## config.mk

```make
export PLATFORM = sky130hd
export DESIGN_NAME = sar_adc_seq
export DESIGN_NICKNAME = d
export VERILOG_FILES = /design/src/rtl/sar_adc_pkg.sv /design/src/rtl/sar_adc_dp.sv /design/src/rtl/sar_adc_ctl.sv /design/src/rtl/sar_adc_seq.sv
export SDC_FILE = /design/constraint.sdc
export NUM_CORES = 1
export LEC_CHECK = 0
export ABC_AREA = 1
export BUFFER_PORTS_ARGS = -buffer_cell sky130_fd_sc_hd__buf_2
export CAP_MARGIN = 25
export CORE_UTILIZATION = 55
export CTS_CLUSTER_SIZE = 30
export DETAILED_ROUTE_END_ITERATION = 7
export MAX_ROUTING_LAYER = met4
export PLACE_DENSITY = 0.86
export SETUP_SLACK_MARGIN = 0.4
export SYNTH_ARGS = -nofsm -noshare
export SYNTH_HDL_FRONTEND = slang
export SYNTH_SLANG_ARGS = --single-unit
```

## constraint.sdc

```tcl
create_clock -name clk -period 3.4 [get_ports clk]
set_clock_uncertainty 0.05 [all_clocks]
set_input_delay 0.34 -clock clk [delete_from_list [all_inputs] [get_ports clk]]
set_output_delay 0.34 -clock clk [all_outputs]
set_load 0.05 [all_outputs]
```

## src/rtl/sar_adc_pkg.sv

```systemverilog
package sar_adc_pkg;

  // Word indices of the mapped registers (byte offset / 4)
  localparam int unsigned WORD_RESULT = 0;
  localparam int unsigned WORD_STATUS = 1;
  localparam int unsigned WORD_CTRL   = 2;
  localparam int unsigned WORD_DELAY  = 3;
  localparam int unsigned NUM_WORDS   = 4;

  // Control word field positions (software visible)
  localparam int unsigned CHAN_W      = 3;
  localparam int unsigned CTRL_PWR    = 3;
  localparam int unsigned CTRL_IEN    = 5;
  localparam int unsigned CTRL_DONE   = 6;

  typedef enum logic [1:0] {
    ST_IDLE = 2'd0,
    ST_WAIT = 2'd1,
    ST_CONV = 2'd2
  } seqState_t;

  // Strobes from control to datapath
  typedef struct packed {
    logic loadDly;
    logic decDly;
    logic startConv;
    logic stepConv;
    logic abort;
  } seqStrb_t;

endpackage

```

## src/rtl/sar_adc_dp.sv

```systemverilog
module sar_adc_dp
  import sar_adc_pkg::*;
#(
  parameter int unsigned RES_W = 10,
  parameter int unsigned DLY_W = 6
) (
  input  logic             clk,
  input  logic             rstN,
  input  seqStrb_t         strb,
  input  logic [DLY_W-1:0] dlyVal,
  input  logic             cmpIn,
  output logic             dlyZero,
  output logic             lastBit,
  output logic [RES_W-1:0] trial,
  output logic [RES_W-1:0] result
);

  localparam int unsigned IDX_W = (RES_W > 1) ? $clog2(RES_W) : 1;
  localparam logic [RES_W-1:0] MSB_ONE = {1'b1, {(RES_W-1){1'b0}}};
  localparam logic [IDX_W-1:0] TOP_IDX = IDX_W'(RES_W - 1);

  logic [DLY_W-1:0] cntQ;
  logic [RES_W-1:0] sarQ;
  logic [RES_W-1:0] sarKeep;
  logic [RES_W-1:0] sarNext;
  logic [IDX_W-1:0] idxQ;
  logic [RES_W-1:0] resultQ;

  // Resolve the bit under trial, then arm the next lower one
  always_comb begin
    sarKeep       = sarQ;
    sarKeep[idxQ] = cmpIn;
    sarNext       = sarKeep;
    if (idxQ != '0) begin
      sarNext[idxQ - 1'b1] = 1'b1;
    end
  end

  always_ff @(posedge clk or negedge rstN) begin
    if (!rstN) begin
      cntQ    <= '0;
      sarQ    <= '0;
      idxQ    <= '0;
      resultQ <= '0;
    end else begin
      if (strb.loadDly) begin
        cntQ <= dlyVal;
      end else if (strb.decDly) begin
        cntQ <= cntQ - 1'b1;
      end

      if (strb.abort) begin
        sarQ <= '0;
        idxQ <= '0;
      end else if (strb.startConv) begin
        sarQ <= MSB_ONE;
        idxQ <= TOP_IDX;
      end else if (strb.stepConv) begin
        if (idxQ != '0) begin
          sarQ <= sarNext;
          idxQ <= idxQ - 1'b1;
        end else begin
          resultQ <= sarKeep;
          sarQ    <= '0;
        end
      end
    end
  end

  assign dlyZero = (cntQ == '0);
  assign lastBit = (idxQ == '0);
  assign trial   = sarQ;
  assign result  = resultQ;


  msb_trial_chk: assert property (@(posedge clk) disable iff (!rstN)
    strb.startConv |=> (trial == MSB_ONE));


  abort_clears_trial_chk: assert property (@(posedge clk) disable iff (!rstN)
    strb.abort |=> (trial == '0));

endmodule

```

## src/rtl/sar_adc_ctl.sv

```systemverilog
module sar_adc_ctl
  import sar_adc_pkg::*;
#(
  parameter int unsigned RES_W   = 10,
  parameter int unsigned DLY_W   = 6,
  parameter int unsigned ADDR_W  = 5,
  parameter int unsigned DLY_RST = 8
) (
  input  logic              clk,
  input  logic              rstN,
  input  logic              busWr,
  input  logic [ADDR_W-1:0] busAddr,
  input  logic [31:0]       busWdata,
  output logic [31:0]       busRdata,
  input  logic              dlyZero,
  input  logic              lastBit,
  input  logic [RES_W-1:0]  result,
  output seqStrb_t          strb,
  output logic [DLY_W-1:0]  dlyVal,
  output logic [CHAN_W-1:0] chanSel,
  output logic              anaPwrEn,
  output logic              irqOut
);

  localparam int unsigned WIDX_W = ADDR_W - 2;

  logic [WIDX_W-1:0] wordIdx;
  logic              aligned;
  logic              hitCtrl;
  logic              hitDly;
  logic              wrCtrl;
  logic              wrDly;
  logic              newPwr;
  logic              startReq;
  logic              convDone;
  logic              busy;
  logic [24:0]       wdataUnused;

  seqState_t         stateQ;
  logic [CHAN_W-1:0] chanQ;
  logic              pwrQ;
  logic              ienQ;
  logic              doneQ;
  logic [DLY_W-1:0]  dlyQ;

  assign wordIdx     = busAddr[ADDR_W-1:2];
  assign aligned     = (busAddr[1:0] == 2'b00);
  assign hitCtrl     = aligned && (wordIdx == WIDX_W'(WORD_CTRL));
  assign hitDly      = aligned && (wordIdx == WIDX_W'(WORD_DELAY));
  assign wrCtrl      = busWr && hitCtrl;
  assign wrDly       = busWr && hitDly;
  assign newPwr      = busWdata[CTRL_PWR];
  assign wdataUnused = busWdata[31:7];

  assign startReq = wrCtrl && newPwr && !pwrQ;

  always_comb begin
    strb           = '0;
    strb.abort     = wrCtrl && !newPwr;
    strb.loadDly   = startReq;
    strb.decDly    = (stateQ == ST_WAIT) && !dlyZero && !strb.abort;
    strb.startConv = (stateQ == ST_WAIT) && dlyZero && !strb.abort;
    strb.stepConv  = (stateQ == ST_CONV) && !strb.abort;
  end

  assign convDone = strb.stepConv && lastBit;

  always_ff @(posedge clk or negedge rstN) begin
    if (!rstN) begin
      stateQ <= ST_IDLE;
      chanQ  <= '0;
      pwrQ   <= 1'b0;
      ienQ   <= 1'b0;
      doneQ  <= 1'b0;
      dlyQ   <= DLY_W'(DLY_RST);
    end else begin
      if (wrDly) begin
        dlyQ <= busWdata[DLY_W-1:0];
      end

      if (wrCtrl) begin
        chanQ <= busWdata[CHAN_W-1:0];
        ienQ  <= busWdata[CTRL_IEN];
        pwrQ  <= newPwr;
        if (!busWdata[CTRL_DONE] || !newPwr) begin
          doneQ <= 1'b0;
        end
      end

      if (convDone) begin
        doneQ <= 1'b1;
      end

      if (strb.abort) begin
        stateQ <= ST_IDLE;
      end else if (startReq) begin
        stateQ <= ST_WAIT;
      end else begin
        unique case (stateQ)
          ST_WAIT: if (dlyZero) stateQ <= ST_CONV;
          ST_CONV: if (lastBit) stateQ <= ST_IDLE;
          default: stateQ <= ST_IDLE;
        endcase
      end
    end
  end

  assign busy = (stateQ != ST_IDLE);

  always_comb begin
    busRdata = '0;
    if (aligned) begin
      unique case (wordIdx)
        WIDX_W'(WORD_RESULT): busRdata = 32'(result);
        WIDX_W'(WORD_STATUS): busRdata = {31'b0, busy};
        WIDX_W'(WORD_CTRL):   busRdata = {25'b0, doneQ, ienQ, 1'b0, pwrQ, chanQ};
        WIDX_W'(WORD_DELAY):  busRdata = 32'(dlyQ);
        default:              busRdata = '0;
      endcase
    end
  end

  assign dlyVal   = dlyQ;
  assign chanSel  = chanQ;
  assign anaPwrEn = pwrQ;
  assign irqOut   = doneQ && ienQ;


  busy_needs_power_chk: assert property (@(posedge clk) disable iff (!rstN)
    busy |-> anaPwrEn);


  done_after_conv_chk: assert property (@(posedge clk) disable iff (!rstN)
    $rose(doneQ) |-> ($past(stateQ) == ST_CONV) && !busy);


  power_off_idle_chk: assert property (@(posedge clk) disable iff (!rstN)
    $fell(anaPwrEn) |-> !busy && !doneQ);


  wait_after_start_chk: assert property (@(posedge clk) disable iff (!rstN)
    startReq |=> (stateQ == ST_WAIT));

endmodule

```

## src/rtl/sar_adc_seq.sv

```systemverilog
module sar_adc_seq
  import sar_adc_pkg::*;
#(
  parameter int unsigned RES_W   = 10,
  parameter int unsigned DLY_W   = 6,
  parameter int unsigned ADDR_W  = 5,
  parameter int unsigned DLY_RST = 8
) (
  input  logic              clk,
  input  logic              rstN,
  input  logic              busWr,
  input  logic [ADDR_W-1:0] busAddr,
  input  logic [31:0]       busWdata,
  output logic [31:0]       busRdata,
  input  logic              cmpIn,
  output logic [RES_W-1:0]  trialCode,
  output logic [2:0]        chanSel,
  output logic              anaPwrEn,
  output logic              irqOut
);

  seqStrb_t         strb;
  logic [DLY_W-1:0] dlyVal;
  logic             dlyZero;
  logic             lastBit;
  logic [RES_W-1:0] result;

  sar_adc_ctl #(
    .RES_W  (RES_W),
    .DLY_W  (DLY_W),
    .ADDR_W (ADDR_W),
    .DLY_RST(DLY_RST)
  ) i_ctl (
    .clk      (clk),
    .rstN     (rstN),
    .busWr    (busWr),
    .busAddr  (busAddr),
    .busWdata (busWdata),
    .busRdata (busRdata),
    .dlyZero  (dlyZero),
    .lastBit  (lastBit),
    .result   (result),
    .strb     (strb),
    .dlyVal   (dlyVal),
    .chanSel  (chanSel),
    .anaPwrEn (anaPwrEn),
    .irqOut   (irqOut)
  );

  sar_adc_dp #(
    .RES_W(RES_W),
    .DLY_W(DLY_W)
  ) i_dp (
    .clk     (clk),
    .rstN    (rstN),
    .strb    (strb),
    .dlyVal  (dlyVal),
    .cmpIn   (cmpIn),
    .dlyZero (dlyZero),
    .lastBit (lastBit),
    .trial   (trialCode),
    .result  (result)
  );

endmodule

```

==> results by group <==
Routing
  – Routed Antenna Nets: 0
  – Routed wire length per instance: 12.31 um
  – DRC Markers: 0
  – Via density: 5.174
  – Drt first-iter violations: between 200 and 250
  – WL final: 5944 um
  – Vias post-DR: 2499
  – 1st-pass router iterations: 5

Synthesis
  – Post-Syn Instances: about 370
  – Synth area leaders: dfrtp_1 39%, nand2_1 18%, buf_4 6.3%
  – EDFF count, synth: 0
  – Avg Cell Area, Syn: 7.313 sq um
  – Post-synth top flop: dfrtp_1
  – Largest area contributor in the synthesized netlist: dfrtp_1
  – Netlist cell types: 31
  – Register area share after synthesis: a little over 40%
  – Yosys reg bits: between 40 and 50
  – Synth Cell Area: 2728 sq um
  – Yosys warnings: 0
  – Synth async-reset ratio: 100.0%
  – Top cell type's share of synthesized area: 39.45%

Layout
  – Antenna diodes: 0
  – Commonest non-fill, non-tap cell in the layout: nand2_1
  – Layout cells sized above 1: 15.87%
  – Commonest cells after routing, fill and taps aside: 129 x nand2_1, 43 x dfrtp_1, 40 x buf_2
  – Area Overhead vs Synth: 10.14%
  – Nets: 461

Status
  – Status: finished clean

Clock network
  – Clk buf depth: 2
  – H-tree depth: 2
  – Setup Fix Bufs, Post-CTS: 0
  – Total CTS buffers: 5
  – Reg clk slew, reported paths: around 80 ps
  – Clock sink count: 44
  – Post-cts sizing count: 0
  – CTS tree: done
  – CTS root buf: clkbuf_8
  – Clk Latency, worst-skew pair: about 300 ps

Min path
  – Worst Hold Depth: 2
  – HP Class: in2reg
  – Hold wc startpoint: busWdata[4]
  – Hold EP: i_ctl.dlyVal[4]

STA
  – PnR worst setup slack: 1473 ps
  – Crit share post-route: 56.67%
  – Final min period: 1927 ps
  – # setup viols final: 0
  – RSZ-0062 raised after global routing: false
  – Count of final hold-check violations: 0
  – Setup_tns: 0 ps
  – Fmax: around 520 MHz
  – Final Max Slew Viols: 0
  – Fin Hold WS: 216.4 ps

Floorplan
  – I/O pins: 88
  – Starting density of the core: 57.37%
  – Core area: roughly 4800 sq um
  – Die area: 5245 sq um
  – Die X: between 70 and 80 um
  – Core Rows: 25
  – Die Y-Extent: 72.42 um

Power and ir drop
  – Cell leakage power: 1.704 nW
  – Pwr Density: 781.0 nW/um^2
  – Overall power: roughly 2.3 mW
  – IR drop worst, VDD: 0.5481 mV

Setup path
  – Req. time, crit path: 3590 ps
  – Worst Setup SP: i_dp.idxQ[0]
  – Arr. time, crit path: ~2100 ps
  – R2R Path End: i_dp.trial[3]
  – Setup Crit Path Kind: reg2reg
  – CP max stage cell: nor2_2
  – WP buf/inv: 1
  – Most frequent CP cell: nand2_1
  – Slowest Stage Delay on Critical Path: 420 ps
  – Worst reg-to-reg setup slack: approximately 1500 ps
  – Critical Path Start Type: register
  – CP cell instances: inv_1, ha_1, nand2_1, nand2_1, nor2_2, o21ai_0, nand2_1
  – Critical path capture point type: register
  – R2R depth: 7
  – R2r startpoint: i_dp.idxQ[0]
  – Max FO, Critical Path: 12
  – CP top delay family: simple AND/OR/NAND/NOR gates

GRT
  – Vias in the first global route: 2189
  – First-pass GRT wire length: about 10000 um
  – Tot GR Track Use: 24.90%
  – Largest net degree at the start of global routing: 45
  – Initial antenna violation count: 0
  – GR Overflow Total: 0

Place
  – Post-DP HPWL: 4345 um
  – Port Buffer Count: 40
  – Placer Congestion: 0.9926
  – DP Worst Slack: 1502 ps

Flow run
  – Max-cap violations: 0
state kept, by name, indices dropped and copies added (netlist names):
| signal | count |
|---|---|
| i_ctl.doneQ | 1 |
| i_dp.trial | 10 |
| i_ctl.dlyVal | 6 |
| i_ctl.stateQ | 2 |
| i_ctl.chanSel | 3 |
| i_dp.idxQ | 4 |
| i_ctl.ienQ | 1 |
| i_dp.cntQ | 6 |
| i_dp.result | 10 |
| i_ctl.anaPwrEn | 1 |
synth_stat cells (3+ instances only):
library cell,count
a21oi_1,16
buf_4,23
dfrtp_1,43
ha_1,5
inv_1,34
nand2_1,129
nand2_4,4
nand3_1,28
nand4_1,16
nor2_1,24
nor2_2,3
o21ai_0,17
o21ai_1,8
routing by layer:
layer | routed length [um] | track usage, % | vias up
met4 | 95 | 10.24 | 0
li1 | - | - | 1241
met2 | 2724 | 37.69 | 119
met1 | 2721 | 33.06 | 1127
met5 | 0 | - | -
met3 | 402 | 4.583 | 12
area by class of cell:
class	instances	area [sq um]
inverters	36	135.1
flip-flops and latches	44	1102
well taps	67	83.83
fillers	440	1750
clock buffers	6	82.58
repair buffers	42	230.2
clock inverters	2	10.01
multi-input cells	286	1360
metrics by stage:
step | cell area (sq um) | util, % | instances
after floorplan | 2806 | - | 394
after global placement | 2882 | 60.61 | 473
after detailed placement | 2882 | 60.61 | 473
after CTS | 2974 | 62.55 | 481
after global routing | 3004 | 63.18 | 483
final | 3004 | 63.18 | 483
power by group:
group | leakage [nW] | total [mW] | switching [mW] | internal [mW]
Sequential | 0.562 | 0.838 | 0.145 | 0.693
Combinational | 1.09 | 1.16 | 0.836 | 0.326
Clock | 0.0510 | 0.346 | 0.184 | 0.162
Total | 1.70 | 2.35 | 1.16 | 1.18
kinds of logic after synthesis:
logic type	synth area share [%]
other cells	0.1375
xor+xnor	0.9635
fa+ha+maj	2.294
flops	40.41
mux	0.4128
buf+inv	12.61
compound gates	8.349
simple gates	34.82
worst max path at each step:
stage               endpoint  cells after the start
3_3_place_gp   i_dp.trial[3]                      7
6_report       i_dp.trial[3]                      7
2_1_floorplan    busRdata[0]                      5
5_1_grt        i_dp.trial[3]                      7
4_1_cts        i_dp.trial[3]                      7
3_5_place_dp   i_dp.trial[3]                      7
worst reg2reg max path: cells and delay by family, from the launching register on:
family | cells | cell delay [ps]
AND/OR/NAND/NOR | 4 | 800
buffers and inverters | 1 | 130
AO/OA/AOI/OAI | 1 | 190
flip-flops | 1 | 410
adder cells (fa/ha/maj) | 1 | 290
what timing repair did:
item / in CTS / in global routing
hold buffers: 0 / 1
endpoints found under the hold margin: 0 / 17
setup endpoints to repair: 0 / 0
No activity file was read; power rests on OpenSTA's default activity.
